File: src/rtl/chan_guard.sv
module chan_guard #(
  parameter int CH            = 8,
  parameter int PRESCALE      = 100,
  parameter int TIMEOUT_TICKS = 320
) (
  input  logic          clk,
  input  logic          rst_n,
  input  logic          upd_stb,
  input  logic [CH-1:0] upd_data,
  input  logic          rfsh_stb,
  input  logic          err_stb,
  output logic [CH-1:0] chan_en,
  output logic          timed_out,
  output logic          link_fault
);
  localparam int PW = (PRESCALE > 1) ? $clog2(PRESCALE) : 1;
  localparam int TW = (TIMEOUT_TICKS > 1) ? $clog2(TIMEOUT_TICKS) : 1;
  localparam logic [PW-1:0] PRE_LAST  = PW'(PRESCALE - 1);
  localparam logic [TW-1:0] TICK_LAST = TW'(TIMEOUT_TICKS - 1);

  logic [PW-1:0] pre_cnt;
  logic [TW-1:0] tick_cnt;

  wire good_upd = upd_stb & ~err_stb;
  wire restart  = (upd_stb | rfsh_stb) & ~err_stb;
  wire tick     = (pre_cnt == PRE_LAST);
  wire expire   = tick & (tick_cnt == TICK_LAST) & ~timed_out;

  always_ff @(posedge clk or negedge rst_n) begin
    if (!rst_n) begin
      pre_cnt  <= '0;
      tick_cnt <= '0;
    end else if (restart) begin
      pre_cnt  <= '0;
      tick_cnt <= '0;
    end else if (!timed_out && !expire) begin
      pre_cnt <= tick ? '0 : pre_cnt + 1'b1;
      if (tick) tick_cnt <= tick_cnt + 1'b1;
    end
  end

  always_ff @(posedge clk or negedge rst_n) begin
    if (!rst_n) begin
      chan_en   <= '0;
      timed_out <= 1'b0;
    end else if (good_upd) begin
      chan_en   <= upd_data;
      timed_out <= 1'b0;
    end else if (expire && !restart) begin
      chan_en   <= '0;
      timed_out <= 1'b1;
    end
  end

  always_ff @(posedge clk or negedge rst_n) begin
    if (!rst_n)        link_fault <= 1'b0;
    else if (err_stb)  link_fault <= 1'b1;
    else if (good_upd) link_fault <= 1'b0;
  end
endmodule

File: config.mk
export PLATFORM = sky130hd
export DESIGN_NAME = chan_guard
export DESIGN_NICKNAME = d
export VERILOG_FILES = /design/src/rtl/chan_guard.sv
export SDC_FILE = /design/constraint.sdc
export NUM_CORES = 1
export LEC_CHECK = 0
export ABC_AREA = 1
export BUFFER_PORTS_ARGS = -buffer_cell sky130_fd_sc_hd__buf_2
export CAP_MARGIN = 20
export CORE_ASPECT_RATIO = 0.8
export CORE_UTILIZATION = 45
export CTS_BUF_LIST = sky130_fd_sc_hd__clkbuf_4 sky130_fd_sc_hd__clkbuf_8
export CTS_CLUSTER_SIZE = 25
export DETAILED_ROUTE_END_ITERATION = 8
export PLACE_DENSITY = 0.74
export SLEW_MARGIN = 20
export SYNTH_ARGS = -nofsm -noshare
export SYNTH_HDL_FRONTEND = slang
export SYNTH_SLANG_ARGS = --single-unit
File: constraint.sdc
create_clock -name clk -period 2.7 [get_ports clk]
set_input_delay 0.135 -clock clk [delete_from_list [all_inputs] [get_ports clk]]
set_output_delay 0.135 -clock clk [all_outputs]
set_load 0.005 [all_outputs]
After elaboration in Yosys (flattened, before gate mapping)
Index checks and enable logic that the tools add are counted.
- equal/unequal tests: 2
- multipliers: 0
- reduce and logical (&&, ||, !) cells: 10
- divide/modulo/power cells: 0
- bitwise operators: 7
- $lt $le $gt $ge: 0
- shift-type cells: 0
- multiplexer cells: 12
- $add $sub $neg: 2
- operator list (operator ; count):
    9-bit two-way mux ; 3
    7-bit two-way mux ; 3
    8-bit two-way mux ; 2
    9-bit by 1-bit adder with 9-bit output (second input constant) ; 1
    9-bit equality test (second input constant) ; 1
    2-bit nonzero test ; 4
    7-bit by 1-bit adder with 7-bit output (second input constant) ; 1
    7-bit equality test (second input constant) ; 1
    1-bit bitwise AND ; 4
    1-bit two-way mux ; 4
    1-bit zero test ; 3
    1-bit logical AND ; 2
    1-bit inverter ; 2
    2-bit AND reduction ; 1
    1-bit bitwise OR ; 1
- output and inout port bits: 10
- logic and storage cells: 38
- ROM bits: 0
- latch bits: 0
- register bits: 26
- bits in writable memories: 0
- memories: 0
- input port bits: 13

Longest topological paths before layout
Gate-level depths: netlist of the first run.
- depth after elaboration: 7
- depth in mapped cells: 10
- depth with buffers taken out: 10

Least setup slack after synthesis of the first run
Ideal clock, no wire load.
- path type: reg2reg
- start: reg pre_cnt[0]
- end: reg pre_cnt[6]
- cell stages (with the launch flop): 10
- setup slack: 1.208 ns
- path buffers: 1
- clock period less this slack: 1.492 ns
- data arrival time: 1.375 ns
- library setup time: 0.117 ns
- data required time: 2.583 ns
- cell sequence: dfrtp_1 -> ha_1 -> nand2_1 -> nor2_8 -> nand3_4 -> nand2_4 -> nand2_4 -> buf_6 -> nand2_1 -> nand2_1
- cells in the longest elaborated chain, start to end: 6
- elaborated cells on any way between the ends: 10
- those cells by class: add/sub: 1; eq/ne: 1; mux: 3; bitwise: 2; reduce/logical: 3
- ends and longest elaborated chain (what ; RTL line ; source):
    from (decl) ; 21 ; logic [PW-1:0] pre_cnt;
    from (signal assigned) ; 37 ; pre_cnt <= tick ? '0 : pre_cnt + 1'b1;
    parallel branches: the longest is 6 deep, another holds 7-bit by 1-bit adder with 7-bit output ; n/a ;
Parallel ways; which one is timed is not known. The select of a mux whose other input is x is not followed.
A chain may end at the register's enable or synchronous reset.

Worst setup path after layout of the first run
- start: reg pre_cnt[0]
- end: reg pre_cnt[5]
The elaborated chain is that of the path after synthesis.

==> impl_results.md, run 1 <==
- Final Setup Violations: 0
- Gr usage total: 17.8%
- Worst Setup End Kind: register
- H-tree lvl count: 1
- Clock Skew: 2.30 ps
- Synth top area share: 42.1%
- Placed cell areas: 1700 um^2
- Slew @ Worst Pin: between 600 and 700 ps
- Final ANT Viol Nets: 0
- GR Util met1: 26.6%
- Number of global-route vias before repair: 1,019
- Critical Path RT: 2860 ps
- GRT overflow: 0
- Cts bufs inserted: 3
- Power, Total: 0.000942 W
- Avg WL per Cell: approximately 11 um
- Syn nets: 210
- Maximum vdd ir drop: 335 uV
- FP Rows: 18
- Hold Violations, Final: 0
- CTS tree: done
- Ranking of synthesized cells by area: dfrtp_1 42%, nand2_1 15%, nor2_1 6.6%, nand3_1 6.5%, nand3_2 5.8%
- CTS root buffer: clkbuf_8
- # IOs: 23
- Met3 Use GR: 4.38%
- Seq/Total Area, Yosys: ~42%
- Largest net degree at the start of global routing: 27
- CP Class: reg2reg
- DP Wirelength: roughly 2100 um
- Core box area: approximately 3200 um^2
- Routed wire length: 2870 um
- DRT Pass-1 Iters: 4
- Max Cap Violations: 0
- Flop2flop setup slack: 1050 ps
- Drc violations: 0
- Total die area: 3680 um^2
- Hold_ws: 55.6 ps
- Fin area: 1760 um^2
- Outcome: finished clean
- Unrepaired setup endpoints after global routing: no
- Share of cells above drive strength 1: 23.6%
- Highest clock rate: 607 MHz
- WHS Endpoint: chan_en[7]
- Area leader, netlist: dfrtp_1
- Synth Instances: 195
- Fin crit period: 1650 ps
- Antenna Cells: 0
- YS warnings: 0
- Setup TNS: 0 ps
- Worst-skew pair later-pin latency: 270 ps
- RD Place Congestion: 0.805
- Leak pwr: between 0.9 and 1 nW
- Netlist Area Pre-Place: 1550 um^2
- Iter 0 DRT Violations: 46
- Initial antenna violation count: 0
- Critical R2R Capture: pre_cnt[5]
- Post-synth cell types: 26
- # fillers: 290
- Die Y: approximately 54 um
- Slew Viols, Final: 0
- GRT busiest layer: met1
- Period utilization: between 60% and 70%
- Post-route core utilization: 55.5%
- Area Growth Syn to Fin: 13.9%
- First-pass GRT wire length: 4730 um
- Clk sinks: 26
- Slew margin rel.: 55.3%
- Worst Setup Start Kind: register
- HP Start: upd_data[7]
- Clock buffer depth: 2
- Die width: 67.5 um
- Mean Syn Cell Area: roughly 8 um^2
- Via count: around 1,300
- Worst-path fanout max: 18
- Fin nets: 236
- Flops & latches, synth: 26
- Starting Density: 48.7%
- Power per standard cell area: 535 nW/um^2
- I/O Buffers: 22
- Worst min path class: in2reg
- M2 GR Usage: between 20 and 30%
- Worst r2r src: pre_cnt[0]
- Post-CTS Setup Inserts: 0
- Worst reg2reg path depth: 8
- Vias/cell: 4.82
- Clk slew on worst S/H paths: 90 ps
- Hold depth: 3
- CP arrival: 1800 ps
## routing by layer
| metal | vias to the layer above | share of wire, % |
|---|---|---|
| met5 | - | 0 |
| li1 | 673 | - |
| met4 | 0 | 0.38 |
| met1 | 562 | 55 |
| met3 | 3 | 2.9 |
| met2 | 14 | 42 |
## worst max-delay path, cell delays in order, from the launching register on
cell	delay, ps
dfrtp_1	460
ha_1	230
nand2_1	150
nor2_8	170
nand3_4	90
nand2_4	90
nand2_4	160
nand2_1	110
o21ai_0	70
## cell usage in the layout (no fill, tap or decap), types with 4 or more instances in the layout
| master | n |
|---|---|
| nand2_1 | 63 |
| nor2_1 | 27 |
| dfrtp_1 | 26 |
| buf_2 | 22 |
| nand3_1 | 20 |
| inv_1 | 12 |
| nand3_2 | 9 |
| o21ai_0 | 7 |
| inv_2 | 4 |
| a21oi_1 | 4 |
| clkbuf_8 | 4 |
## Yosys cell counts
cell type  instances
nor3_1             2
o21ai_0            7
nor2_1            27
buf_2              2
nor2_8             2
clkbuf_1           1
inv_2              4
nand2_4            2
inv_1             12
nand2_2            1
nand3_4            2
xnor2_1            1
nor2_2             1
nand3_1           20
xor2_1             1
ha_1               2
nand3_2            9
dfrtp_1           26
nor3b_1            1
nand4_2            1
buf_6              1
a31oi_4            1
a21oi_1            4
nand2_1           63
o21bai_1           1
a21oi_4            1
## state kept, by name (all words and copies together) (netlist names)
name	cells
pre_cnt	7
timed_out	1
link_fault	1
chan_en	8
tick_cnt	9
## final cells by class
type | instances | area, um^2 | share of cell area, %
flip-flops and latches | 26 | 651 | 36.9
inverters | 16 | 60.1 | 3.41
clock buffers | 4 | 55.1 | 3.12
well taps | 40 | 50.0 | 2.84
repair buffers | 25 | 135 | 7.67
multi-input cells | 149 | 811 | 46.0
## per-stage QoR
| stage | setup slack (ps) | instances |
|---|---|---|
| floorplan | 1210 | 195 |
| global placement | 1110 | 255 |
| detailed placement | 1070 | 255 |
| CTS | 1060 | 260 |
| global route | 943 | 260 |
| finish | 1050 | 260 |
## kinds of logic (layout without fill, tap and decap cells)
family	after synthesis	in the layout	share of synthesized area (%)
simple gates	131	131	43.2
flops	26	26	42.1
buf+inv	20	45	5.50
compound gates	14	14	6.47
fa+ha+maj	2	2	1.62
xor+xnor	2	2	1.13
## report_power, final
part	switching, W	internal [W]	leakage [nW]
registers	0.0000534	0.000440	0.341
clock network	0.000122	0.000130	0.0288
logic	0.000108	0.0000883	0.558
total	0.000283	0.000659	0.927
## worst max-delay path by stage
| stage | startpoint | endpoint | depth (start not counted) |
|---|---|---|---|
| after global placement | pre_cnt[0] | pre_cnt[5] | 8 |
| after CTS | pre_cnt[0] | pre_cnt[5] | 8 |
| final | pre_cnt[0] | pre_cnt[5] | 8 |
| after detailed placement | pre_cnt[0] | pre_cnt[5] | 8 |
| after floorplan | pre_cnt[0] | pre_cnt[6] | 9 |
| after global routing | pre_cnt[0] | tick_cnt[1] | 8 |
## what timing repair did
action                                 CTS  global route
endpoints found under the hold margin   26             0
gates resized for setup                  0             0
hold buffers                             1             0
(Power assumes the default switching activity.)
==> run 2, diff against run 1 <==
--- a/config.mk
+++ b/config.mk
@@ -13,7 +13,7 @@
 export CTS_BUF_LIST = sky130_fd_sc_hd__clkbuf_4 sky130_fd_sc_hd__clkbuf_8
 export CTS_CLUSTER_SIZE = 25
 export DETAILED_ROUTE_END_ITERATION = 8
-export PLACE_DENSITY = 0.74
+export PLACE_DENSITY = 0.77
 export SLEW_MARGIN = 20
 export SYNTH_ARGS = -nofsm -noshare
 export SYNTH_HDL_FRONTEND = slang
==> constraint.sdc (replaced) <==
create_clock -name clk -period 1.5 [get_ports clk]
set_input_delay 0.075 -clock clk [delete_from_list [all_inputs] [get_ports clk]]
set_output_delay 0.075 -clock clk [all_outputs]
set_load 0.005 [all_outputs]
==> run 2 against run 1 <==
Against the previous run: final area grew 16%; clock power is 80% higher; setup slack got worse by 1000 ps; sequential power is 74% higher; utilization rose by 8.9 points; routed wire length up 20%; critical path type unchanged; worst hold slack worse by 50 ps; sequential share of layout area down 5.1 points; register-to-register slack lost 1000 ps; critical path depth did not move; largest cell class unchanged.
==> impl_results.md, run 2 (synthesis gave the netlist of run 1 again) <==
- CP Class: reg2reg
- Max Cap Violations: 0 (unchanged)
- Avg WL per Cell: 12.1 um (+9.9%)
- Placed cell count: 265 (+3.9%)
- Iter 0 DRT Violations: 73 (+59%)
- CTS root buffer: clkbuf_8
- Clock buffer depth: 2 (unchanged)
- Max reg flops: 9 (unchanged)
- Worst Setup Start Kind: register
- CP arrival: 1670 ps (-130 ps)
- # IOs: 23 (unchanged)
- Clk slew on worst S/H paths: 90 ps (about the same)
- Gr usage total: 19.0% (+1.3 points)
- Worst Setup End Kind: register
- DRT Pass-1 Iters: 4 (unchanged)
- Most common cell after layout, fill and taps aside: nand2_1
- Starting Density: 48.7% (unchanged)
- I/O Buffers: 22 (unchanged)
- Critical Path RT: 1720 ps (-1140 ps)
- Slew Viols, Final: 0 (unchanged)
- Unrepaired setup endpoints after global routing: yes
- Cts bufs inserted: 3 (unchanged)
- Fin nets: 260 (+10%)
- Fin crit period: 1460 ps (-189 ps)
- Clock Skew: 2.27 ps (-0.0327 ps)
- Antenna Cells: 0 (unchanged)
- Largest net degree at the start of global routing: 27 (unchanged)
- Power per standard cell area: 901 nW/um^2 (+68%)
- Outcome: finished clean
- Clk sinks: 26 (unchanged)
- Total die area: 3680 um^2 (unchanged)
- Core box area: 3180 um^2 (unchanged)
- # fillers: 268 (-7.6%)
- Final Setup Violations: 0 (unchanged)
- Leak pwr: 1.03 nW (+11%)
- First-pass GRT wire length: 5060 um (+7.0%)
- Die Y: 54.4 um (unchanged)
- Area Growth Syn to Fin: 32.2%
- Hold Violations, Final: 0 (unchanged)
- CTS tree: done
- Post-Layout Cell Count: 284 (+9.2%)
- Slew margin rel.: 60.6% (+5.3 points)
- Area of the multi-input gates: 911 um^2 (+12%)
- Number of global-route vias before repair: 1,117 (+9.6%)
- Registers with the most flip-flops: tick_cnt (9), chan_en (8), pre_cnt (7)
- DP Wirelength: 2220 um (+4.2%)
- Via count: 1,386 (+11%)
- Setup TNS: 0 ps (unchanged)
- Vias/cell: 4.88 (+1.3%)
- Post-route core utilization: 64.4% (+8.9 points)
- Top reg by flops: tick_cnt
- Slew @ Worst Pin: 591 ps (-76.5 ps)
- H-tree lvl count: 1 (unchanged)
- Worst min path class: in2reg
- Highest clock rate: 686 MHz (+13%)
- Routed wire length: 3450 um (+20%)
- FP Rows: 18 (unchanged)
- Maximum vdd ir drop: 813 uV (+140%)
- Register area: 651 um^2 (unchanged)
- Commonest cells after routing, fill and taps aside: 61 x nand2_1, 27 x nor2_1, 26 x dfrtp_1
- Share of cells above drive strength 1: 30.7% (+7.1 points)
- RD Place Congestion: 0.840 (+4.4%)
- Die width: 67.5 um (unchanged)
- Period utilization: 97.2% (+36 points)
- Worst-path fanout max: 4 (-14)
- Initial antenna violation count: 0 (unchanged)
- Final ANT Viol Nets: 0 (unchanged)
- GRT overflow: 0 (unchanged)
- Drc violations: 0 (unchanged)
- Worst-skew pair later-pin latency: 270 ps (about the same)
run 2: metrics by stage:
stage | setup WS [ps] | hold WS, ps | total power, W | area [um^2]
floorplan | 8.05 | -221 | 0.00114 | 1550
global placement | 59.1 | 110 | 0.00133 | 1770
detailed placement | 11.8 | 117 | 0.00134 | 1770
CTS | 0.134 | 1.52 | 0.00181 | 1900
global route | -43.5 | 26.0 | 0.00196 | 2040
finish | 42.1 | 5.22 | 0.00184 | 2040
run 2: worst max-delay path: stages, from the launching register on:
cell and delay, ps:
dfrtp_1 410, ha_4 170, nand3_4 130, nor2_8 180, nand3_4 110, nand2_8 110
buf_4 150, nand3_1 60, nand2_1 80
run 2: layout make-up:
cell class	count	area share (%)
clock buffer	4	2.69
inverter	16	3.06
multi-input combinational	151	44.6
sequential	26	31.8
tap	40	2.45
timing repair buffer	47	15.4
run 2: layer usage:
layer,global-route usage [%],up-vias,wire length (um)
li1,-,729,-
met1,28.1,627,1720
met2,28.1,26,1590
met3,5.00,4,117
met4,3.19,0,21
met5,0,-,0
run 2: what timing repair did:
action	4_1_cts	5_1_grt
buffers inserted	0	6
hold buffers	7	0
pin swaps	0	6
gates cloned	0	2
resized for setup	1	14
hold endpoints to repair	32	0
endpoints found under the setup margin	2	23
run 2: worst paths after layout:
path	endpoint	slack, ps	start	cells past startpoint
min in group asynchronous	pre_cnt[6]	330	rst_n	2
worst max-delay path	pre_cnt[6]	40	tick_cnt[1]	8
worst max register to register	pre_cnt[6]	40	tick_cnt[1]	8
worst min register to register	chan_en[3]	500	chan_en[3]	2
worst min-delay path	chan_en[7]	5	upd_data[7]	3
max in group asynchronous	chan_en[3]	780	rst_n	2
run 2: report_power, final:
part	switching [W]	internal (W)	total, W
Combinational	0.000266	0.000262	0.000528
Clock	0.000218	0.000235	0.000453
Sequential	0.0000689	0.000792	0.000861
==> run 3, diff against run 2 <==
--- a/config.mk
+++ b/config.mk
@@ -9,11 +9,11 @@
 export BUFFER_PORTS_ARGS = -buffer_cell sky130_fd_sc_hd__buf_2
 export CAP_MARGIN = 20
 export CORE_ASPECT_RATIO = 0.8
-export CORE_UTILIZATION = 45
+export CORE_UTILIZATION = 40
 export CTS_BUF_LIST = sky130_fd_sc_hd__clkbuf_4 sky130_fd_sc_hd__clkbuf_8
 export CTS_CLUSTER_SIZE = 25
 export DETAILED_ROUTE_END_ITERATION = 8
-export PLACE_DENSITY = 0.77
+export PLACE_DENSITY = 0.71
 export SLEW_MARGIN = 20
 export SYNTH_ARGS = -nofsm -noshare
 export SYNTH_HDL_FRONTEND = slang
==> run 3 against run 2 <==
Against the previous run: utilization is 7.4 points lower; critical path depth stayed put; clock power is 30% higher; sequential share of layout area is 0.22 points higher; fmax is 0.80% higher; routed wire length is 9.9% higher; first-iteration DRC count is 25% lower; flip-flop and latch count stayed put; count of clock-buffer cells in the layout is 1 lower; setup slack better by 12 ps; clock skew hardly changed.
==> impl_results.md, run 3 (synthesis gave the netlist of run 1 again) <==
- Post-Layout Cell Count: 282 (-0.70%)
- Combinational Power Share: 26.2% (-2.5 points)
- Iter 0 DRT Violations: 55 (-25%)
- # IOs: 23 (unchanged)
- Hold_ws: 7.04 ps (+1.82 ps)
- Drc violations: 0 (unchanged)
- First-pass GRT wire length: 5690 um (+12%)
- Worst reg2reg path depth: 8 (unchanged)
- Sequential share of power: 43.8% (-3.0 points)
- Clock network power share: 30.0% (+5.4 points)
- # fillers: 309 (+15%)
- Unrepaired setup endpoints after global routing: yes
- I/O Buffers: 22 (unchanged)
- Hold Violations, Final: 0 (unchanged)
- Clock buffer depth: 2 (unchanged)
- Clock Skew: 1.83 ps (-0.442 ps)
- Routed wire length: 3790 um (+9.9%)
- Fin nets: 256 (-1.5%)
- HP Start: upd_data[2]
- Maximum vdd ir drop: 745 uV (-8.4%)
- Outcome: finished clean
- Top reg by flops: tick_cnt
- Post-route core utilization: 56.9% (-7.4 points)
- Worst Setup Start Kind: register
- Critical R2R Capture: tick_cnt[0]
- DRT Pass-1 Iters: 4 (unchanged)
- Via count: 1,413 (+1.9%)
- Largest net degree at the start of global routing: 27 (unchanged)
- Placed cell count: 267 (+0.75%)
- CTS tree: done
- Worst-path fanout max: 9 (+5)
- CTS root buffer: clkbuf_8
- Register area: 651 um^2 (unchanged)
- Registers with the most flip-flops: tick_cnt (9), chan_en (8), pre_cnt (7)
- Fin crit period: 1450 ps (-11.6 ps)
- WHS Endpoint: chan_en[2]
- Die width: 71.5 um (+5.9%)
- Period utilization: 96.4% (-0.78 points)
- Pre-CTS setup slack: -19.7 ps (-31.5 ps)
- Worst setup margin: 53.7 ps (+11.6 ps)
- Max Cap Violations: 0 (unchanged)
- Commonest cells after routing, fill and taps aside: 62 x nand2_1, 26 x nor2_1, 26 x dfrtp_1
- Die Y: 57.6 um (+5.8%)
- Leak pwr: 1.01 nW (-1.3%)
- Area of the multi-input gates: 911 um^2 (unchanged)
- H-tree lvl count: 1 (unchanged)
- Most common cell after layout, fill and taps aside: nand2_1
- Setup TNS: 0 ps (unchanged)
- Slew Viols, Final: 0 (unchanged)
- Area Growth Syn to Fin: 31.3%
- CP Class: reg2reg
- Critical Path RT: 1680 ps (-40 ps)
- Worst r2r src: pre_cnt[1]
- Cts bufs inserted: 3 (unchanged)
- Antenna Cells: 0 (unchanged)
- CP arrival: 1630 ps (-40 ps)
- Number of global-route vias before repair: 1,261 (+13%)
- Slew @ Worst Pin: 589 ps (-2.38 ps)
- Vias/cell: 5.01 (+2.7%)
- Final Setup Violations: 0 (unchanged)
- Flop2flop setup slack: 50 ps (about the same)
- Int Pwr: 0.00139 W (+8.0%)
- Avg WL per Cell: 13.4 um (+11%)
- Share of cells above drive strength 1: 30.4% (-0.32 points)
- Initial antenna violation count: 0 (unchanged)
- Core box area: 3570 um^2 (+12%)
- Clk sinks: 26 (unchanged)
- GRT overflow: 0 (unchanged)
- Worst Setup End Kind: register
- Highest clock rate: 691 MHz (+0.80%)
- Psw: 0.000575 W (+4.1%)
- DP Wirelength: 2360 um (+6.3%)
- Power per standard cell area: 969 nW/um^2 (+7.6%)
- Max reg flops: 9 (unchanged)
- Clk slew on worst S/H paths: 90 ps (about the same)
- Worst-skew pair later-pin latency: 280 ps (about the same)
- Total die area: 4120 um^2 (+12%)
- Switching part of the total power: 29.2% (-0.76 points)
- Hold depth: 3 (unchanged)
- RD Place Congestion: 0.791 (-5.8%)
- Starting Density: 43.4% (-5.3 points)
- Worst min path class: in2reg
- FP Rows: 19 (+1)
- Gr usage total: 17.9% (-1.1 points)
- Slew margin rel.: 60.8% (+0.16 points)
- Final ANT Viol Nets: 0 (unchanged)
## run 3: cell types whose count changed in the layout (fill, tap and decap cells not counted), sizes merged
| cell | change |
|---|---|
| buf | -4 |
| bufinv | +1 |
| clkbuf | -1 |
## run 3: how the worst max path moves through the flow
stage / start / to / cells after the start
2_1_floorplan: pre_cnt[0] / pre_cnt[6] / 9
3_3_place_gp: tick_cnt[0] / tick_cnt[1] / 7
3_5_place_dp: pre_cnt[1] / pre_cnt[5] / 8
4_1_cts: tick_cnt[0] / tick_cnt[6] / 7
5_1_grt: pre_cnt[1] / pre_cnt[5] / 8
6_report: pre_cnt[1] / tick_cnt[0] / 8
## run 3: area by class of cell
cell class / count / share of cell area, %
clock buffer: 3 / 2.03
clock inverter: 1 / 1.48
inverter: 16 / 2.96
multi-input combinational: 151 / 44.9
sequential: 26 / 32.0
tap: 42 / 2.59
timing repair buffer: 43 / 14.0
## run 3: routing by layer
metal	track usage, %	routed length, um	vias up
met1	24.3	1670	664
met2	29.0	1910	24
li1	-	-	720
met3	3.65	150	5
met5	0	0	-
met4	5.88	55	0
## run 3: worst max-delay path: stages (launching register included)
cell and delay, ps:
dfrtp_1 380, ha_2 230, nand2_4 80, nor2_8 180, nand3_4 120, nand2_8 110
nand2_8 100, nand3_1 90, nand2_1 50
## run 3: through the flow
stage	cell area, um^2	total power (W)
global route	2030	0.00208
finish	2030	0.00197
global placement	1770	0.00131
CTS	1920	0.00193
floorplan	1550	0.00114
detailed placement	1770	0.00132
## run 3: power by group through the flow
| stage | clock network [W] | logic (W) | registers [W] |
|---|---|---|---|
| CTS | 0.000601 | 0.000471 | 0.000856 |
| finish | 0.000590 | 0.000515 | 0.000862 |
| floorplan | 0 | 0.000251 | 0.000888 |
| detailed placement | 0 | 0.000456 | 0.000869 |
| global route | 0.000616 | 0.000587 | 0.000876 |
| global placement | 0 | 0.000445 | 0.000868 |
## run 3: repair_timing
item	4_1_cts	5_1_grt
buffers inserted	0	2
cloned	0	2
pin swaps	0	4
hold endpoints to repair	32	0
hold buffers	7	0
gates resized for setup	1	15
setup endpoints to repair	3	22
